**src/rtl/iso_busreq_pkg.sv**
```systemverilog
package iso_busreq_pkg;

    localparam int CODE_W  = 4;
    localparam int UNIT_SH = 4;                       // 16 quadlets per code step
    localparam int BURST_W = CODE_W + UNIT_SH + 1;    // holds 16*(15+1) = 256

    typedef struct packed {
        logic [CODE_W-1:0] rx_burst_code;
        logic [CODE_W-1:0] tx_burst_code;
        logic [CODE_W-1:0] tx_thr_code;
        logic [CODE_W-1:0] rx_thr_code;
    } iso_ctl_t;

    localparam iso_ctl_t CTL_RESET = '{
        rx_burst_code: 4'd7,
        tx_burst_code: 4'd7,
        tx_thr_code:   4'd3,
        rx_thr_code:   4'd0
    };

    typedef enum logic [1:0] {
        ENG_IDLE = 2'd0,
        ENG_REQ  = 2'd1,
        ENG_BUSY = 2'd2
    } eng_state_t;

    // Quadlet count for a 4-bit code: 16 * (n + 1)
    function automatic logic [BURST_W-1:0] code_to_quads(input logic [CODE_W-1:0] n);
        logic [BURST_W-1:0] q;
        q = (BURST_W'(n) + BURST_W'(1)) << UNIT_SH;
        return q;
    endfunction

endpackage

```
**src/rtl/iso_ctl_reg.sv**
```systemverilog
module iso_ctl_reg
    import iso_busreq_pkg::*;
(
    input  logic     clk,
    input  logic     rst,
    input  logic     link_en,
    input  logic     wr_en,
    input  iso_ctl_t wr_data,
    output iso_ctl_t ctl
);

    iso_ctl_t ctl_q;

    always_ff @(posedge clk) begin
        if (rst) begin
            ctl_q <= CTL_RESET;
        end else if (wr_en && !link_en) begin
            ctl_q <= wr_data;
        end
    end

    assign ctl = ctl_q;

endmodule

```
**src/rtl/iso_tx_policy.sv**
```systemverilog
module iso_tx_policy
    import iso_busreq_pkg::*;
#(
    parameter int LVL_W  = 10,
    parameter int REM_W  = 16,
    parameter int CALC_W = 16
) (
    input  logic [CODE_W-1:0] burst_code,
    input  logic [CODE_W-1:0] thr_code,
    input  logic [LVL_W-1:0]  fifo_free,
    input  logic [REM_W-1:0]  remain_bytes,
    output logic              want,
    output logic [CALC_W-1:0] cand
);

    logic [REM_W:0]    bytes_rnd;
    logic [CALC_W-1:0] remain_q;
    logic [CALC_W-1:0] free_w;
    logic [CALC_W-1:0] max_w;
    logic [CALC_W-1:0] thr_w;
    logic [CALC_W-1:0] lo;

    always_comb begin
        bytes_rnd = {1'b0, remain_bytes} + (REM_W+1)'(3);
        remain_q  = CALC_W'(bytes_rnd[REM_W:2]);
        free_w    = CALC_W'(fifo_free);
        max_w     = CALC_W'(code_to_quads(burst_code));
        thr_w     = CALC_W'(code_to_quads(thr_code));

        lo   = (max_w < free_w) ? max_w : free_w;
        cand = (remain_q < lo) ? remain_q : lo;

        want = (free_w >= thr_w) || (remain_q < free_w);
    end

endmodule

```
**src/rtl/iso_rx_policy.sv**
```systemverilog
module iso_rx_policy
    import iso_busreq_pkg::*;
#(
    parameter int LVL_W  = 10,
    parameter int CALC_W = 16
) (
    input  logic [CODE_W-1:0] burst_code,
    input  logic [CODE_W-1:0] thr_code,
    input  logic [LVL_W-1:0]  fifo_fill,
    input  logic [LVL_W-1:0]  buf_space,
    input  logic              pkt_ready,
    output logic              want,
    output logic [CALC_W-1:0] cand
);

    logic [CALC_W-1:0] fill_w;
    logic [CALC_W-1:0] space_w;
    logic [CALC_W-1:0] max_w;
    logic [CALC_W-1:0] thr_w;
    logic [CALC_W-1:0] lo;

    always_comb begin
        fill_w  = CALC_W'(fifo_fill);
        space_w = CALC_W'(buf_space);
        max_w   = CALC_W'(code_to_quads(burst_code));
        thr_w   = CALC_W'(code_to_quads(thr_code));

        lo   = (max_w < fill_w) ? max_w : fill_w;
        cand = (space_w < lo) ? space_w : lo;

        want = (fill_w >= thr_w) || (fill_w > space_w) || pkt_ready;
    end

endmodule

```
**src/rtl/iso_req_engine.sv**
```systemverilog
module iso_req_engine
    import iso_busreq_pkg::*;
#(
    parameter int CALC_W = 16
) (
    input  logic               clk,
    input  logic               rst,
    input  logic               want,
    input  logic [CALC_W-1:0]  cand,
    input  logic               grant,
    input  logic               done,
    output logic               req,
    output logic [BURST_W-1:0] burst
);

    eng_state_t         state;
    logic [BURST_W-1:0] burst_q;
    logic               cand_nz;

    assign cand_nz = (cand != '0);

    always_ff @(posedge clk) begin
        if (rst) begin
            state   <= ENG_IDLE;
            burst_q <= '0;
        end else begin
            case (state)
                ENG_IDLE: if (want && cand_nz) state <= ENG_REQ;
                ENG_REQ: begin
                    if (grant) begin
                        state   <= ENG_BUSY;
                        burst_q <= BURST_W'(cand);
                    end
                end
                ENG_BUSY: if (done) state <= ENG_IDLE;
                default:  state <= ENG_IDLE;
            endcase
        end
    end

    assign req   = (state == ENG_REQ);
    assign burst = burst_q;

endmodule

```
**src/rtl/iso_busreq_ctrl.sv**
```systemverilog
module iso_busreq_ctrl
    import iso_busreq_pkg::*;
#(
    parameter int LVL_W = 10,
    parameter int REM_W = 16
) (
    input  logic               clk,
    input  logic               rst,
    input  logic               link_en,
    input  logic               cfg_wr_en,
    input  logic [15:0]        cfg_wr_data,
    output logic [15:0]        cfg_rd_data,
    input  logic [LVL_W-1:0]   it_free,
    input  logic [REM_W-1:0]   it_remain_bytes,
    input  logic               it_grant,
    input  logic               it_done,
    output logic               it_req,
    output logic [BURST_W-1:0] it_burst,
    input  logic [LVL_W-1:0]   ir_fill,
    input  logic [LVL_W-1:0]   ir_buf_space,
    input  logic               ir_pkt_ready,
    input  logic               ir_grant,
    input  logic               ir_done,
    output logic               ir_req,
    output logic [BURST_W-1:0] ir_burst
);

    localparam int W1     = (LVL_W > REM_W) ? LVL_W : REM_W;
    localparam int CALC_W = (W1 > BURST_W) ? W1 : BURST_W;

    iso_ctl_t          ctl;
    logic              tx_want, rx_want;
    logic [CALC_W-1:0] tx_cand, rx_cand;

    iso_ctl_reg u_ctl (
        .clk     (clk),
        .rst     (rst),
        .link_en (link_en),
        .wr_en   (cfg_wr_en),
        .wr_data (iso_ctl_t'(cfg_wr_data)),
        .ctl     (ctl)
    );

    assign cfg_rd_data = ctl;

    iso_tx_policy #(.LVL_W(LVL_W), .REM_W(REM_W), .CALC_W(CALC_W)) u_tx_pol (
        .burst_code   (ctl.tx_burst_code),
        .thr_code     (ctl.tx_thr_code),
        .fifo_free    (it_free),
        .remain_bytes (it_remain_bytes),
        .want         (tx_want),
        .cand         (tx_cand)
    );

    iso_rx_policy #(.LVL_W(LVL_W), .CALC_W(CALC_W)) u_rx_pol (
        .burst_code (ctl.rx_burst_code),
        .thr_code   (ctl.rx_thr_code),
        .fifo_fill  (ir_fill),
        .buf_space  (ir_buf_space),
        .pkt_ready  (ir_pkt_ready),
        .want       (rx_want),
        .cand       (rx_cand)
    );

    iso_req_engine #(.CALC_W(CALC_W)) u_tx_eng (
        .clk   (clk),
        .rst   (rst),
        .want  (tx_want),
        .cand  (tx_cand),
        .grant (it_grant),
        .done  (it_done),
        .req   (it_req),
        .burst (it_burst)
    );

    iso_req_engine #(.CALC_W(CALC_W)) u_rx_eng (
        .clk   (clk),
        .rst   (rst),
        .want  (rx_want),
        .cand  (rx_cand),
        .grant (ir_grant),
        .done  (ir_done),
        .req   (ir_req),
        .burst (ir_burst)
    );

endmodule


```
**config.mk**
```make
export PLATFORM = sky130hd
export DESIGN_NAME = iso_busreq_ctrl
export DESIGN_NICKNAME = d
export VERILOG_FILES = /design/src/rtl/iso_busreq_pkg.sv /design/src/rtl/iso_ctl_reg.sv /design/src/rtl/iso_tx_policy.sv /design/src/rtl/iso_rx_policy.sv /design/src/rtl/iso_req_engine.sv /design/src/rtl/iso_busreq_ctrl.sv
export SDC_FILE = /design/constraint.sdc
export NUM_CORES = 1
export LEC_CHECK = 0
export ABC_AREA = 1
export BUFFER_PORTS_ARGS = -buffer_cell sky130_fd_sc_hd__buf_2
export CAP_MARGIN = 20
export CORE_MARGIN = 1.5
export CORE_UTILIZATION = 50
export CTS_BUF_LIST = sky130_fd_sc_hd__clkbuf_4 sky130_fd_sc_hd__clkbuf_8
export CTS_CLUSTER_DIAMETER = 120
export CTS_CLUSTER_SIZE = 28
export DETAILED_ROUTE_END_ITERATION = 7
export PLACE_DENSITY = 0.77
export SYNTH_ARGS = -nofsm -noshare
export SYNTH_HDL_FRONTEND = slang
export SYNTH_SLANG_ARGS = --single-unit
```
**constraint.sdc**
```tcl
create_clock -name clk -period 3.8 [get_ports clk]
set_input_delay 0 -clock clk [delete_from_list [all_inputs] [get_ports clk]]
set_output_delay 0 -clock clk [all_outputs]
set_load 0.01 [all_outputs]
```
==> Yosys cells after proc, flatten, opt, wreduce, memory -nomap -nowiden <==
Cells that the tools add are included.
{ "totals": {"register_bits": 38, "input_bits": 71, "out_inout_bits": 36, "wordCells": 58} }
{ "classes": {"add_sub_neg": 5, "magnitude_cmp": 8, "eq_ne": 10, "n_mux": 12, "reduce_logical": 15} }
{ "op_table": {"columns": ["cell", "count"], "rows": [
  ["$mux W16", 2],
  ["$reduce_bool A16 Y1", 2],
  ["$add A4 B1 Y5 const B", 4],
  ["$ge A10 B9 Y1", 2],
  ["$lt A9 B10 Y1", 2],
  ["$mux W10", 2],
  ["$add A16 B2 Y17 const B", 1],
  ["$lt A10 B16 Y1", 1],
  ["$lt A15 B16 Y1", 1],
  ["$lt A15 B10 Y1", 1],
  ["$mux W2", 6],
  ["$pmux W2 S3", 2],
  ["$gt A10 B10 Y1", 1],
  ["$ne A2 B2 Y1 const B", 4],
  ["$reduce_and A3 Y1", 2],
  ["$eq A2 B1 Y1 const B", 2],
  ["$eq A2 B2 Y1 const B", 2],
  ["$logic_not A2 Y1", 2],
  ["$ne A2 B1 Y1 const B", 2],
  ["$reduce_and A2 Y1", 2],
  ["$logic_and A1 B1 Y1", 3],
  ["$logic_or A1 B1 Y1", 3],
  ["$logic_not A1 Y1", 1]
]} }

==> Logic depth before layout (Yosys ltp) <==
Gate-level depths: netlist of the first run.
{ "logic_depth": {"depth_word": 9, "mapped_depth": 29, "ltp_nobuf": 27} }

==> By module <==
From an unflattened synthesis of the first run, not the netlist that was laid out.
{ "unflattened": {"cells_unflattened": 647, "area_unflattened_um2": 4187.8} }
{ "modules_own_cells": {"columns": ["mod", "instances", "cells_each", "area_per_inst_um2", "seq_area_each_um2"], "rows": [
  ["iso_tx_policy", 1, 242, 1447.6, 0.0],
  ["iso_rx_policy", 1, 186, 1161.1, 0.0],
  ["iso_req_engine", 2, 65, 456.7, 220.2],
  ["iso_ctl_reg", 1, 89, 665.6, 320.3]
]} }

==> Worst setup path before layout of the first run <==
OpenSTA, ideal clock, no wires.
{ "synth_timing": {"path_kind": "reg2reg", "from": "register u_ctl.ctl_q, in the netlist u_ctl.ctl[12]", "to": "register u_rx_eng.state[0]", "setup_time_ns": 0.134, "arrival_ns": 3.173, "required_ns": 3.666, "slack_ns": 0.493, "stages_incl_launch_ff": 25, "n_path_buf": 2, "synth_period_minus_slack_ns": 3.307, "cell_sequence": "dfxtp_1 > ha_1 > xor2_1 > ha_1 > nand2_1 > nor2_1 > o21ai_1 > nand3_1 > clkbuf_1 > nand2_1 > o21ai_0 > ha_1 > a21oi_1 > nor2_1 > a211oi_1 > nand2_1 > nand2_2 > nand2_1 > buf_2 > nand2_1 > nand3_1 > nor2_1 > nand3_1 > nand2_1 > a21oi_1"} }
{ "synth_between": {"elab_chain_cells": 9} }
{ "synth_rtl": {"columns": ["item", "line", "rtl"], "rows": [
  ["from (decl)", "iso_ctl_reg.sv:12", "iso_ctl_t ctl_q;"],
  ["from (signal assigned)", "iso_ctl_reg.sv:18", "ctl_q <= wr_data;"],
  ["$add A4 B1 Y5 *", "iso_busreq_pkg.sv:30", "q = (BURST_W'(n) + BURST_W'(1)) << UNIT_SH;"],
  ["$lt A9 B10 Y1", "iso_rx_policy.sv:28", "lo = (max_w < fill_w) ? max_w : fill_w;"],
  ["$mux W10 *", "iso_rx_policy.sv:28", null],
  ["$lt A10 B16 Y1", "iso_rx_policy.sv:29", "cand = (space_w < lo) ? space_w : lo;"],
  ["$mux W16 *", "iso_rx_policy.sv:29", null],
  ["$reduce_bool A16 Y1 *", "iso_req_engine.sv:20", "assign cand_nz = (cand != '0);"],
  ["$logic_and A1 B1 Y1 *", "iso_req_engine.sv:28", "ENG_IDLE: if (want && cand_nz) state <= ENG_REQ;"],
  ["$ne A2 B1 Y1 (no source line) *", null, null],
  ["$reduce_and A3 Y1 (no source line) *", null, null],
  ["to (signal assigned)", "iso_req_engine.sv:24", "state <= ENG_IDLE;"],
  ["to (signal assigned)", "iso_req_engine.sv:28", null],
  ["to (signal assigned)", "iso_req_engine.sv:31", "state <= ENG_BUSY;"],
  ["to (decl)", "iso_req_engine.sv:16", "eng_state_t state;"]
]} }
Mark *: on every way between the ends. The rest lies on a longest branch, timed or not.
A chain may end at the register's enable or synchronous reset.

==> Worst setup path after layout of the first run <==
{ "layout_timing": {"from": "register u_ctl.ctl_q, in the netlist u_ctl.ctl[9]", "to": "register u_tx_eng.state[0]"} }
{ "layout_between": {"elab_chain_cells": 9} }
{ "layout_rtl": {"columns": ["item", "line", "rtl"], "rows": [
  ["$add A4 B1 Y5 *", "iso_busreq_pkg.sv:30", null],
  ["$lt A9 B10 Y1", "iso_tx_policy.sv:30", "lo = (max_w < free_w) ? max_w : free_w;"],
  ["$mux W10 *", "iso_tx_policy.sv:30", null],
  ["$lt A15 B16 Y1", "iso_tx_policy.sv:31", "cand = (remain_q < lo) ? remain_q : lo;"],
  ["$mux W16 *", "iso_tx_policy.sv:31", null],
  ["$reduce_bool A16 Y1 *", "iso_req_engine.sv:20", null],
  ["$logic_and A1 B1 Y1 *", "iso_req_engine.sv:28", null],
  ["$ne A2 B1 Y1 (no source line) *", null, null],
  ["$reduce_and A3 Y1 (no source line) *", null, null],
  ["to (signal assigned)", "iso_req_engine.sv:24", null],
  ["to (signal assigned)", "iso_req_engine.sv:28", null],
  ["to (signal assigned)", "iso_req_engine.sv:31", null],
  ["to (decl)", "iso_req_engine.sv:16", null]
]} }
Marks and branches as above.

==> results of run 1 <==
[where the power goes]
group / switching, mW / internal (mW)
clock network: 0.152 / 0.263
logic: 0.335 / 0.228
registers: 0.0239 / 0.430
total: 0.511 / 0.921
[area by class of cell]
cell class              count  area share [%]
clock inverters             3            1.45
inverters                 106            8.40
repair buffers            126            15.3
well taps                  99            2.61
multi-input cells         443            54.7
clock buffers               5            1.45
flip-flops and latches     38            16.0
diodes                      1          0.0527
[per-layer routing]
metal	track usage, %	up-vias	share of wire, %
met5	0	-	0
met4	9.39	0	2.7
met3	3.05	22	4.8
met2	45.0	116	50
met1	29.4	1808	43
li1	-	2155	-
[worst min path at each step]
stage / startpoint / to / slack [ns] / cells after the start
after global routing: rst / u_rx_eng.state[0] / 0.03 / 2
final: rst / u_tx_eng.state[0] / 0.02 / 2
after detailed placement: cfg_wr_data[5] / u_ctl.ctl[5] / 0.21 / 3
after CTS: it_grant / u_tx_eng.state[0] / 0.01 / 4
after floorplan: cfg_wr_data[13] / u_ctl.ctl[13] / 0.13 / 2
after global placement: cfg_wr_data[5] / u_ctl.ctl[5] / 0.21 / 3
[sequential cells by signal, indices dropped and copies added (netlist names)]
signal,count
u_rx_eng.burst,9
u_ctl.ctl,16
u_rx_eng.state,2
u_tx_eng.burst,9
u_tx_eng.state,2
[critical path, stage by stage, from the launching register on]
cell and delay (ns):
dfxtp_1 0.39, ha_1 0.20, nand2_1 0.07, nor2_1 0.16, ha_1 0.26, nand2_1 0.09
a21oi_1 0.04, nor2_1 0.13, nand2_2 0.13, o21ai_0 0.28, ha_1 0.31, a21oi_1 0.13
nor2_1 0.05, a211oi_1 0.20, nand2_1 0.13, nand2_4 0.13, nand3_1 0.08, nand2_1 0.13
nand2_1 0.07, nor2_1 0.11, nand3_1 0.08, nand2_1 0.07, a21oi_2 0.05
[repair_timing]
item,CTS,global route
setup endpoints to repair,0,13
endpoints found under the hold margin,18,0
hold buffers,18,0
gates resized for setup,0,9
buffers inserted,0,0
[metrics by stage]
stage	hold slack [ns]	cells
after floorplan	0.126	597
after detailed placement	0.214	794
after CTS	0.0129	820
after global routing	0.0295	821
final	0.0228	821
after global placement	0.212	794
[cell usage in the layout, fill, tap and decap left out, types with 3 or more instances in the layout]
cell type / Yosys / final
o21ai_1: 11 / 14
inv_1: 102 / 102
buf_2: 1 / 106
nor2_1: 50 / 50
xor2_1: 7 / 7
nand3_1: 39 / 38
a21oi_1: 29 / 29
o211ai_1: 3 / 3
nand2_1: 165 / 163
o21ai_0: 36 / 33
o21a_1: 4 / 4
clkbuf_8: 0 / 5
dfxtp_1: 38 / 37
ha_1: 61 / 61
nand2_2: 3 / 4
xnor2_1: 4 / 4
dlygate4sd3_1: 0 / 18
nand3b_1: 6 / 6
[logic make-up after synthesis]
group	after synthesis
simple gates	276
fa+ha+maj	61
compound gates	93
flops	38
buf+inv	116
xor+xnor	11
other cells	1
==> results.toml, run 1 <==
[outcome]
status = "complete, no violations"

[timing]
fin_skew_ns = 0.00845
setup_tns_ns = 0
fmax_ghz = 0.293
slew_violations = 0
rsz0062_at_grt = "false"
fin_ws_ns = 0.390
setup_viol = 0
relSlewSlack_pct = 33.9
fin_crit_ns = 3.41
final_min_period_over_clock_period_pct = 89.7
finalHoldViolations = 0
tightest_slew_ns = 0.987

[global_route]
grt_start_max_net_pins = 29
grt_pass1_wl_um = 16600
antenna_found_initial = 1
grt_pass1_vias = 3910
track_usage_pct = 24.7
overflow = 0

[logic_synthesis]
synth-xor-area-share_pct = 2.55
ys_top_cells_by_count = "nand2_1 (165), inv_1 (102), ha_1 (61)"
synth_top_family_by_area = "simple AND/OR/NAND/NOR gates"
postSynthAreaPerCell_um2 = 6.33
synth-edff-count = 0
synth_fa_ha_area_share_pct = 20.2
synth_ff_type = "dfxtp_1"
ys_ff_latch = 38
async_reset_ff_share_pct = 0
yosys.area.top_type_share_pct = 20.2
synth_simple_gate_area_share_pct = 31.7
yosysWarnings = 0
synthMuxAreaShare_pct = 0
synth-compound-area-share_pct = 13.6
ys_seq_area_share_pct = 20.2
synth_top_area_cell = "ha_1"
synth_area_um2 = 3770
synth_area_leaders = "ha_1 (20%), dfxtp_1 (20%), nand2_1 (16%), inv_1 (10%), nand3_1 (5.2%)"
synthCells = 596
yosysMostFrequentCell = "nand2_1"
synthDistinctLibCells = 37

[worst_setup_path]
startpoint = "u_ctl.ctl[9]"
worst-r2r-cell-count = 22
crit_path_start_kind = "register"
reg2reg_from = "u_ctl.ctl[9]"
crit_path_max_fanout = 9
r2r_slack_ns = 0.39
setup.worst_path.end_class = "register"
worstSetupEndpoint = "u_tx_eng.state[0]"
critPathKind = "reg -> reg"
worst_ep_arrival_time_ns = 3.59
crit_required_ns = 3.98
r2r_end = "u_tx_eng.state[0]"

[routing]
drt.antenna.violating_nets = 0
vias_per_cell = 5.00
drc = 0
vias = 4101
wl_um = 9720
drtIter0Drc = 127
firstDrtPassIters = 5
routedWlPerCell_um = 11.8

[floorplan]
die_h_um = 89.9
core_region_area_um2 = 7290
dieArea_um2 = 8070
num_rows = 31
initial_core_util_pct = 51.7
top_level_ports = 107
die_w_um = 89.9

[power_and_ir_drop]
vdd_drop_max_uv = 157
p_leak_nw = 2.73
total_power_mw = 1.43
p_per_area_nw_per_um2 = 301

[final_layout]
utilization_pct = 65.2
seq_area_um2 = 762
syn2layout_area_growth_pct = 25.9
fillers = 723
design_area_um2 = 4750
multi_input_area_um2 = 2600
nets = 852
drive_gt1_share_pct = 18.9

[clock_network]
h-tree-depth = 2
cts-root-buf = "clkbuf_8"
clk_path_buf_depth = 2
numCtsBuffers = 5
cts.clk_slew.worst_paths_ns = 0.08
cts_tree = "done"
clk_latency_ns = 0.29
clock-sinks = 38

[worst_hold_path]
hp-class = "in -> reg"

[job]
cap_viol_max_count = 0

[placed_design]
hpwl_um = 7850
place_area_um2 = 4410
dp_slack_ns = 0.143
io_buffers = 106
gp_congestion = 0.888
(Power assumes the default switching activity.)
==> inputs of run 2 (changes only) <==
Clock period 3.8 ns to 4 ns, I/O delays scaled along.
==> results.toml, run 2 (synthesis gave the netlist of run 1 again) <==
[worst_setup_path]
critPathKind = "reg -> reg"
crit_path_max_fanout = 13
setup.worst_path.end_class = "register"
crit_required_ns = 4.18
cpPeakStageDelay_ns = 0.41
crit_path_start_kind = "register"
worst_ep_arrival_time_ns = 3.72
worst-r2r-cell-count = 22
crit_cells = 22
cpMostUsedCell = "nand2_1"
path_buf_inv = 0
cp_top_family = "simple AND/OR/NAND/NOR gates"
crit_chain = "nand3_1 > xnor2_1 > ha_1 > nand2_1 > nand2_1 > a21oi_1 > nand3_2 > o21ai_0 > ha_1 > a21oi_1 > nor2_1 > a211oi_1 > nand2_1 > nand2_2 > nand2_1 > nand2_1 > nand2_1 > nand2_1 > nor2_1 > nand3_1 > nand2_1 > a21oi_1"
cp_slowest_cell = "dfxtp_1"

[power_and_ir_drop]
p_leak_nw = 2.73
p_per_area_nw_per_um2 = 287
vdd_drop_max_uv = 138

[timing]
tightest_slew_ns = 0.769
fmax_ghz = 0.283
slew_violations = 0
finalHoldViolations = 0
fin_skew_ns = 0.00930
fin_crit_ns = 3.53
rsz0062_at_grt = "false"
setup_viol = 0
final_min_period_over_clock_period_pct = 88.3
setup_tns_ns = 0
relSlewSlack_pct = 48.4

[routing]
vias = 4091
drt.antenna.violating_nets = 0
vias_per_cell = 4.99
drc = 0
routedWlPerCell_um = 12.3
drtIter0Drc = 148
firstDrtPassIters = 5
wl_um = 10100

[global_route]
grt_pass1_vias = 4016
antenna_found_initial = 0
overflow = 0
grt_pass1_wl_um = 17600
track_usage_pct = 26.1
grt_start_max_net_pins = 29

[clock_network]
cts-root-buf = "clkbuf_8"
h-tree-depth = 2
cts.clk_slew.worst_paths_ns = 0.08
cts_tree = "done"
clk_latency_ns = 0.29
clock-sinks = 38
numCtsBuffers = 5
post-cts-setup-buffers = 0
clk_path_buf_depth = 2

[floorplan]
dieArea_um2 = 8070
num_rows = 31
core_region_area_um2 = 7290
die_w_um = 89.9
top_level_ports = 107
die_h_um = 89.9
initial_core_util_pct = 51.7

[final_layout]
syn2layout_area_growth_pct = 25.4
design_area_um2 = 4730
final_cells = 820
layout.cells.most_common_list = "nand2_1 (165), buf_2 (106), inv_1 (102)"
nets = 852
largest_reg_flops = 16
final_common_cell = "nand2_1"
num_antenna_cells = 0
utilization_pct = 64.9
drive_gt1_share_pct = 18.4

[placed_design]
dp.cells = 793
place_area_um2 = 4400
hpwl_um = 8250
io_buffers = 106
gp_congestion = 0.926

[job]
cap_viol_max_count = 0

[worst_hold_path]
hp-class = "in -> reg"
whs_path_depth = 3

[outcome]
status = "complete, no violations"
-- run 2: cell count changes in the layout (fill, tap and decap cells not counted) --
| cell | before | now |
|---|---|---|
| nand2_1 | 163 | 165 |
| dfxtp_1 | 37 | 38 |
| dfxtp_2 | 1 | 0 |
| diode_2 | 1 | 0 |
| nand2_2 | 4 | 3 |
| nand2_4 | 2 | 1 |
| nand3_2 | 2 | 3 |
| nand3_4 | 1 | 0 |
-- run 2: metrics by stage --
| stage | power (mW) | hold WS (ns) | worst slack (ns) |
|---|---|---|---|
| final | 1.36 | 0.00329 | 0.467 |
| after detailed placement | 0.952 | 0.219 | 0.269 |
| after CTS | 1.36 | 0.00919 | 0.264 |
| after global placement | 0.930 | 0.216 | 0.389 |
| after floorplan | 0.790 | 0.126 | 0.693 |
| after global routing | 1.46 | 0.0300 | 0.0279 |
-- run 2: worst min-delay path: stages --
cell     delay (ns)
buf_2          0.07
o21ai_0        0.07
a21oi_1        0.11
-- run 2: per-layer routing --
metal  GRT usage (%)  wire (um)
met1            30.9       4260
met2            48.0       5030
met3            3.38        540
met4            9.39        245
met5               0          0
-- run 2: worst paths after layout --
| path | from | endpoint | slack (ns) |
|---|---|---|---|
| worst max-delay path | u_ctl.ctl[14] | u_rx_eng.state[0] | 0.47 |
| worst min-delay path | cfg_wr_data[11] | u_ctl.ctl[11] | 0.003 |
| worst max register to register | u_ctl.ctl[14] | u_rx_eng.state[0] | 0.47 |
| worst min register to register | u_ctl.ctl[9] | u_ctl.ctl[9] | 0.52 |
-- run 2: repair_timing --
item | CTS | global route
setup endpoints to repair | 0 | 6
resized for setup | 0 | 4
hold endpoints to repair | 18 | 0
hold buffers | 18 | 0
-- run 2: report_power, final --
part	switching (mW)	internal [mW]	total (mW)
sequential	0.0232	0.408	0.431
combinational	0.318	0.215	0.533
clock	0.145	0.250	0.395
total	0.486	0.873	1.36
-- run 2: layout make-up --
| type | instances | area [um2] |
|---|---|---|
| Multi-Input combinational cell | 443 | 2580 |
| Fill cell | 717 | 2560 |
| Sequential cell | 38 | 761 |
| Timing Repair Buffer | 126 | 726 |
| Inverter | 106 | 399 |
| Tap cell | 99 | 124 |
| Clock buffer | 5 | 68.8 |
| Clock inverter | 3 | 68.8 |
